`config.mk`:
```
export PLATFORM = sky130hd
export DESIGN_NAME = exec_stage_fwd
export DESIGN_NICKNAME = d
export VERILOG_FILES = /design/src/rtl/exec_fwd_pkg.sv /design/src/rtl/fwd_select_unit.sv /design/src/rtl/operand_mux3.sv /design/src/rtl/exec_alu.sv /design/src/rtl/exec_stage_fwd.sv
export SDC_FILE = /design/constraint.sdc
export NUM_CORES = 1
export LEC_CHECK = 0
export BUFFER_PORTS_ARGS = -buffer_cell sky130_fd_sc_hd__buf_2
export CAP_MARGIN = 40
export CELL_PAD_IN_SITES_DETAIL_PLACEMENT = 0
export CELL_PAD_IN_SITES_GLOBAL_PLACEMENT = 1
export CORE_MARGIN = 2
export CORE_UTILIZATION = 23
export CTS_CLUSTER_DIAMETER = 120
export DETAILED_ROUTE_END_ITERATION = 16
export PLACE_DENSITY_LB_ADDON = 0.1
export SLEW_MARGIN = 40
export SYNTH_ARGS = -nofsm -noshare
export SYNTH_HDL_FRONTEND = slang
export SYNTH_SLANG_ARGS = --single-unit
```
`constraint.sdc`:
```
create_clock -name clk -period 8.3 [get_ports clk]
set_input_delay 1.245 -clock clk [delete_from_list [all_inputs] [get_ports clk]]
set_output_delay 1.245 -clock clk [all_outputs]
set_load 0.005 [all_outputs]
```
`src/rtl/exec_fwd_pkg.sv`:
```
package exec_fwd_pkg;

   typedef enum logic [1:0] {
      FWD_REGFILE = 2'b00,
      FWD_WB      = 2'b01,
      FWD_EXMEM   = 2'b10
   } fwd_sel_e;

   typedef enum logic [1:0] {
      ALU_ADD = 2'b00,
      ALU_SUB = 2'b01,
      ALU_AND = 2'b10,
      ALU_OR  = 2'b11
   } alu_op_e;

   localparam int unsigned NUM_SRC = 2;

endpackage

```
`src/rtl/fwd_select_unit.sv`:
```
module fwd_select_unit
   import exec_fwd_pkg::*;
#(
   parameter int unsigned REG_W = 5
) (
   input  logic             ex_we,
   input  logic [REG_W-1:0] ex_rd,
   input  logic             wb_we,
   input  logic [REG_W-1:0] wb_rd,
   input  logic [REG_W-1:0] src_a,
   input  logic [REG_W-1:0] src_b,
   output fwd_sel_e         sel_a,
   output fwd_sel_e         sel_b
);

   localparam logic [REG_W-1:0] ZERO_ID = '0;

   generate
      if (REG_W < 1) begin : g_bad_w
         $error("fwd_select_unit: REG_W must be at least 1");
      end
   endgenerate

   logic [REG_W-1:0] src_id  [NUM_SRC];
   fwd_sel_e         src_sel [NUM_SRC];

   assign src_id[0] = src_a;
   assign src_id[1] = src_b;

   logic ex_live;
   logic wb_live;
   assign ex_live = ex_we && (ex_rd != ZERO_ID);
   assign wb_live = wb_we && (wb_rd != ZERO_ID);

   generate
      for (genvar s = 0; s < NUM_SRC; s++) begin : g_src
         logic ex_hit;
         logic wb_hit;
         assign ex_hit = ex_live && (ex_rd == src_id[s]);
         assign wb_hit = wb_live && (ex_rd != src_id[s]) && (wb_rd == src_id[s]);
         always_comb begin
            if (ex_hit)      src_sel[s] = FWD_EXMEM;
            else if (wb_hit) src_sel[s] = FWD_WB;
            else             src_sel[s] = FWD_REGFILE;
         end
      end
   endgenerate

   assign sel_a = src_sel[0];
   assign sel_b = src_sel[1];

endmodule

```
`src/rtl/operand_mux3.sv`:
```
module operand_mux3
   import exec_fwd_pkg::*;
#(
   parameter int unsigned DATA_W = 32
) (
   input  fwd_sel_e          sel,
   input  logic [DATA_W-1:0] rf_val,
   input  logic [DATA_W-1:0] exmem_val,
   input  logic [DATA_W-1:0] wb_val,
   output logic [DATA_W-1:0] y
);

   always_comb begin
      unique case (sel)
         FWD_EXMEM: y = exmem_val;
         FWD_WB:    y = wb_val;
         default:   y = rf_val;
      endcase
   end

endmodule

```
`src/rtl/exec_alu.sv`:
```
module exec_alu
   import exec_fwd_pkg::*;
#(
   parameter int unsigned DATA_W = 32
) (
   input  alu_op_e           op,
   input  logic [DATA_W-1:0] a,
   input  logic [DATA_W-1:0] b,
   output logic [DATA_W-1:0] y
);

   always_comb begin
      unique case (op)
         ALU_ADD: y = a + b;
         ALU_SUB: y = a - b;
         ALU_AND: y = a & b;
         ALU_OR:  y = a | b;
         default: y = a + b;
      endcase
   end

endmodule

```
`src/rtl/exec_stage_fwd.sv`:
```
module exec_stage_fwd
   import exec_fwd_pkg::*;
#(
   parameter int unsigned DATA_W = 32,
   parameter int unsigned REG_W  = 5,
   parameter int unsigned IMM_W  = 16
) (
   input  logic              clk,
   input  logic              rst,
   input  logic [1:0]        id_op,
   input  logic              id_use_imm,
   input  logic              id_reg_write,
   input  logic [REG_W-1:0]  id_rd,
   input  logic [REG_W-1:0]  id_rs,
   input  logic [REG_W-1:0]  id_rt,
   input  logic [DATA_W-1:0] id_rs_val,
   input  logic [DATA_W-1:0] id_rt_val,
   input  logic [IMM_W-1:0]  id_imm,
   input  logic              wb_reg_write,
   input  logic [REG_W-1:0]  wb_rd,
   input  logic [DATA_W-1:0] wb_value,
   output logic [1:0]        fwd_a,
   output logic [1:0]        fwd_b,
   output logic [DATA_W-1:0] ex_result,
   output logic [DATA_W-1:0] ex_store_data,
   output logic [REG_W-1:0]  ex_rd,
   output logic              ex_reg_write
);

   localparam int unsigned EXT_W = DATA_W - IMM_W;

   generate
      if (DATA_W < IMM_W) begin : g_bad_imm
         $error("exec_stage_fwd: IMM_W may not exceed DATA_W");
      end
      if (DATA_W < 2) begin : g_bad_data
         $error("exec_stage_fwd: DATA_W too small");
      end
   endgenerate

   // EX/MEM output register
   logic [DATA_W-1:0] res_q;
   logic [DATA_W-1:0] st_q;
   logic [REG_W-1:0]  rd_q;
   logic              we_q;

   fwd_sel_e sel_a;
   fwd_sel_e sel_b;

   fwd_select_unit #(.REG_W(REG_W)) u_fwd (
      .ex_we (we_q),
      .ex_rd (rd_q),
      .wb_we (wb_reg_write),
      .wb_rd (wb_rd),
      .src_a (id_rs),
      .src_b (id_rt),
      .sel_a (sel_a),
      .sel_b (sel_b)
   );

   logic [DATA_W-1:0] op_a;
   logic [DATA_W-1:0] op_b_fwd;

   operand_mux3 #(.DATA_W(DATA_W)) u_mux_a (
      .sel       (sel_a),
      .rf_val    (id_rs_val),
      .exmem_val (res_q),
      .wb_val    (wb_value),
      .y         (op_a)
   );

   operand_mux3 #(.DATA_W(DATA_W)) u_mux_b (
      .sel       (sel_b),
      .rf_val    (id_rt_val),
      .exmem_val (res_q),
      .wb_val    (wb_value),
      .y         (op_b_fwd)
   );

   logic [DATA_W-1:0] imm_ext;
   generate
      if (EXT_W == 0) begin : g_imm_full
         assign imm_ext = id_imm;
      end else begin : g_imm_sext
         assign imm_ext = {{EXT_W{id_imm[IMM_W-1]}}, id_imm};
      end
   endgenerate

   logic [DATA_W-1:0] alu_b;
   assign alu_b = id_use_imm ? imm_ext : op_b_fwd;

   alu_op_e           alu_op;
   logic [DATA_W-1:0] alu_y;
   assign alu_op = alu_op_e'(id_op);

   exec_alu #(.DATA_W(DATA_W)) u_alu (
      .op (alu_op),
      .a  (op_a),
      .b  (alu_b),
      .y  (alu_y)
   );

   always_ff @(posedge clk) begin
      if (rst) begin
         res_q <= '0;
         st_q  <= '0;
         rd_q  <= '0;
         we_q  <= 1'b0;
      end else begin
         res_q <= alu_y;
         st_q  <= op_b_fwd;
         rd_q  <= id_rd;
         we_q  <= id_reg_write;
      end
   end

   assign fwd_a         = sel_a;
   assign fwd_b         = sel_b;
   assign ex_result     = res_q;
   assign ex_store_data = st_q;
   assign ex_rd         = rd_q;
   assign ex_reg_write  = we_q;

   // Checks placed beside the logic they guard
   assert_sel_code_R1: assert property (@(posedge clk) disable iff (rst)
      (sel_a != 2'b11) && (sel_b != 2'b11));

   assert_exmem_path_R2: assert property (@(posedge clk) disable iff (rst)
      (sel_a == FWD_EXMEM) |-> (op_a == res_q));

   assert_wb_path_R3: assert property (@(posedge clk) disable iff (rst)
      (sel_b == FWD_WB) |-> (op_b_fwd == wb_value));

   assert_zero_id_R4: assert property (@(posedge clk) disable iff (rst)
      (id_rs == '0) |-> (sel_a == FWD_REGFILE));

   assert_priority_R5: assert property (@(posedge clk) disable iff (rst)
      (we_q && rd_q != '0 && rd_q == id_rt && wb_reg_write && wb_rd == id_rt)
      |-> (sel_b == FWD_EXMEM));

   assert_gate_R6: assert property (@(posedge clk) disable iff (rst)
      (!we_q && rd_q == id_rs) |-> (sel_a == FWD_REGFILE));

   assert_sub_R7: assert property (@(posedge clk) disable iff (rst)
      (alu_op == ALU_SUB) |-> ((alu_y + alu_b) == op_a));

   assert_capture_R9: assert property (@(posedge clk) disable iff (rst)
      1'b1 |=> (res_q == $past(alu_y)) && (rd_q == $past(id_rd)));

   assert_reset_R9: assert property (@(posedge clk) disable iff (rst)
      $fell(rst) |-> (res_q == '0) && (st_q == '0) && !we_q && (rd_q == '0));

endmodule

```
==> results by group <==
Run status
  – Outcome: complete, no violations

Synthesis
  – Async set or reset register ratio after synthesis: 0%
  – Top_reg_cell synth: dfxtp_1
  – YS warnings: 0
  – Synth top area share: 21.5%
  – #FFs+latches synth: 70
  – Synth top area cells: dfxtp_1 21%, nor2_1 7.3%, xnor2_1 7.1%, ha_1 6.5%, a21oi_1 4.3%
  – Leading area contributor after synthesis: dfxtp_1
  – Post-Syn Instances: 849
  – Synth cell count leaders: 127 x nor2_1, 70 x dfxtp_1, 56 x a21oi_1, 53 x xnor2_1, 44 x o21ai_0
  – Number of synthesized flops with an enable pin: 0
  – Syn Area/Cell: 7.69 um^2
  – Mapped Nets: 1023
  – Synth Cell Area: 6530 um^2
  – Sequential fraction of the synthesis area: 21.5%
  – Synth unique cells: 72
  – Top-count cell post-synth: nor2_1

Global route
  – Largest net degree at the start of global routing: 47
  – Global route overflow: 0
  – Initial antenna violation count: 0
  – GRT busiest layer: met2
  – GR Util met2: 30.6%
  – Gr usage total: 19.7%
  – Vias in the first global route: 7106
  – Global-route met3 utilization: 3.03%
  – First-pass GRT wire length: 45300 um
  – Grt met1 use: 28.8%

Placed design
  – Pre-CTS setup slack: 0.868 ns
  – Buffers on Ports: 212
  – HPWL after DPL: 23000 um
  – GPL Wtd Cong: 0.904

Cells and area
  – ANT cells: 0
  – Area growth, synth to finish: 27.1%
  – Final net count: 1209
  – Core Util, Final: 29.8%
  – Ratio of cells with drive above 1 in the final layout: 26.6%

Floorplanning
  – Die Area: 29800 um^2
  – Core footprint: 27900 um^2
  – Num ports: 213
  – Number of cell rows: 61
  – Die height: 173 um
  – Initial Util: 23.4%
  – Chip width: 173 um

Drt
  – Vias: 7161
  – Final ANT Viol Nets: 0
  – DR iter-0 viols: 542
  – Drt drc: 0
  – Post-Route WL: 30000 um
  – Routed len/inst: 21.2 um
  – Initial DRT Pass Iterations: 6
  – Detailed-route vias per instance: 5.05

Clock network
  – CTS tree: yes
  – Clock buffer depth: 2
  – Post-cts sizing count: 0
  – Reg clk slew, reported paths: 0.06 ns
  – Clk root buf: clkbuf_16
  – H-Tree Depth: 3
  – Cts bufs inserted: 9
  – Hold buffers post-CTS: 0
  – Sink Count: 70
  – Post-CTS Setup Inserts: 0
  – Clk Latency, worst-skew pair: 0.36 ns

STA
  – Final hold violation count: 0
  – Final slew viol count: 0
  – Setup WS post-layout: 1.18 ns
  – Clk_skew: 0.0233 ns
  – F_max: 140 MHz
  – Worst-margin pin slew: 0.738 ns
  – Setup TNS: 0 ns
  – Min Hold Slack: 0.660 ns
  – RSZ-0062 raised after global routing: no
  – Period Utilization, post-route: 85.8%
  – Max-slew headroom at the worst pin: 50.8%
  – Setup violations, final: 0
  – Shortest period the worst path allows: 7.12 ns

Critical path
  – CP max stage delay: 0.53 ns
  – Worst R2R Setup Slack: 1.84 ns
  – CP delay by family, top: compound AO/OA/AOI/OAI gates
  – Critical Path RT: 8.53 ns
  – CP max FO: 29
  – Crit path kind: in -> reg
  – Setup crit end kind: flop
  – Worst path bufs/invs: 2
  – Cell mode on critical path: a21oi_1
  – Worst EP arrival: 7.35 ns
  – Slowest cell on the critical path: or4_1
  – Worst setup SP type: input pin

Power
  – P per Cell Area: 168 nW/um^2
  – LEAKAGE: 3.78 nW
  – Peak supply drop: 103 uV

Flow run
  – Max cap viols: 0

Hold path
  – Hold/Removal Path Class: reg -> reg
## state kept, by name, indices dropped and copies added, names as in the netlist
name / cells
ex_rd: 5
ex_reg_write: 1
ex_result: 32
ex_store_data: 32
## where the power goes
part	total, W	leakage [nW]	internal, W	switching (W)
registers	0.000400	0.584	0.000372	0.0000281
logic	0.000549	3.04	0.000240	0.000310
clock network	0.000445	0.152	0.000265	0.000181
## cells by family (layout without fill, tap and decap cells)
family          Yosys count  count (layout)  synth area share, %
fa+ha+maj                45              45                 8.35
compound gates          282             282                 31.7
flops                    70              70                 21.5
buf+inv                  75             266                 4.85
mux                      11              11                 1.80
xor+xnor                 77              77                 10.3
simple gates            289             289                 21.6
## cell type report
class / count / area (um^2)
clock buffers: 9 / 225
clock inverters: 7 / 97.6
fillers: 3087 / 19600
inverters: 20 / 75.1
multi-input cells: 704 / 4830
flip-flops and latches: 70 / 1400
well taps: 378 / 473
repair buffers: 230 / 1200
## worst register-to-register path: cells and delay by family, from the launching register on
kind,cells,cell delay [ns]
XOR/XNOR,3,0.48
AO/OA/AOI/OAI,12,2.72
buffers and inverters,1,0.34
flip-flops,1,0.49
adder cells (fa/ha/maj),1,0.31
AND/OR/NAND/NOR,6,2.02
## stage by stage
stage	cells	instance area [um^2]	power (W)
after CTS	1418	8300	0.00141
after global placement	1402	7980	0.000965
after global routing	1418	8300	0.00148
after floorplan	849	6530	0.000764
final	1418	8300	0.00140
after detailed placement	1402	7980	0.000955
## path summary, 6_finish.rpt
check                           end  cells after the start     startpoint
setup / recovery      ex_result[31]                     25       wb_rd[0]
hold / removal    ex_store_data[31]                      3  ex_result[31]
setup reg to reg      ex_result[31]                     23       ex_rd[3]
hold reg to reg   ex_store_data[31]                      3  ex_result[31]
## cells in the final DEF, fill, tap and decap left out, drive strengths merged, types with 11 or more instances in the layout
| master | n |
|---|---|
| xor2 | 24 |
| and3 | 29 |
| buf | 230 |
| and2 | 31 |
| o21ai | 45 |
| o21a | 12 |
| a311oi | 17 |
| a21o | 23 |
| a21oi | 57 |
| xnor2 | 53 |
| nor2 | 128 |
| inv | 21 |
| a211oi | 11 |
| nand2 | 42 |
| o22ai | 30 |
| dfxtp | 70 |
| nor2b | 11 |
| ha | 34 |
| a221o | 25 |
## routing by layer
layer	part of all wire, %	up-vias
met2	43	247
met3	5.4	21
met1	50	3387
met5	0	-
li1	-	3506
met4	1.0	0
No activity file was read; power rests on OpenSTA's default activity.
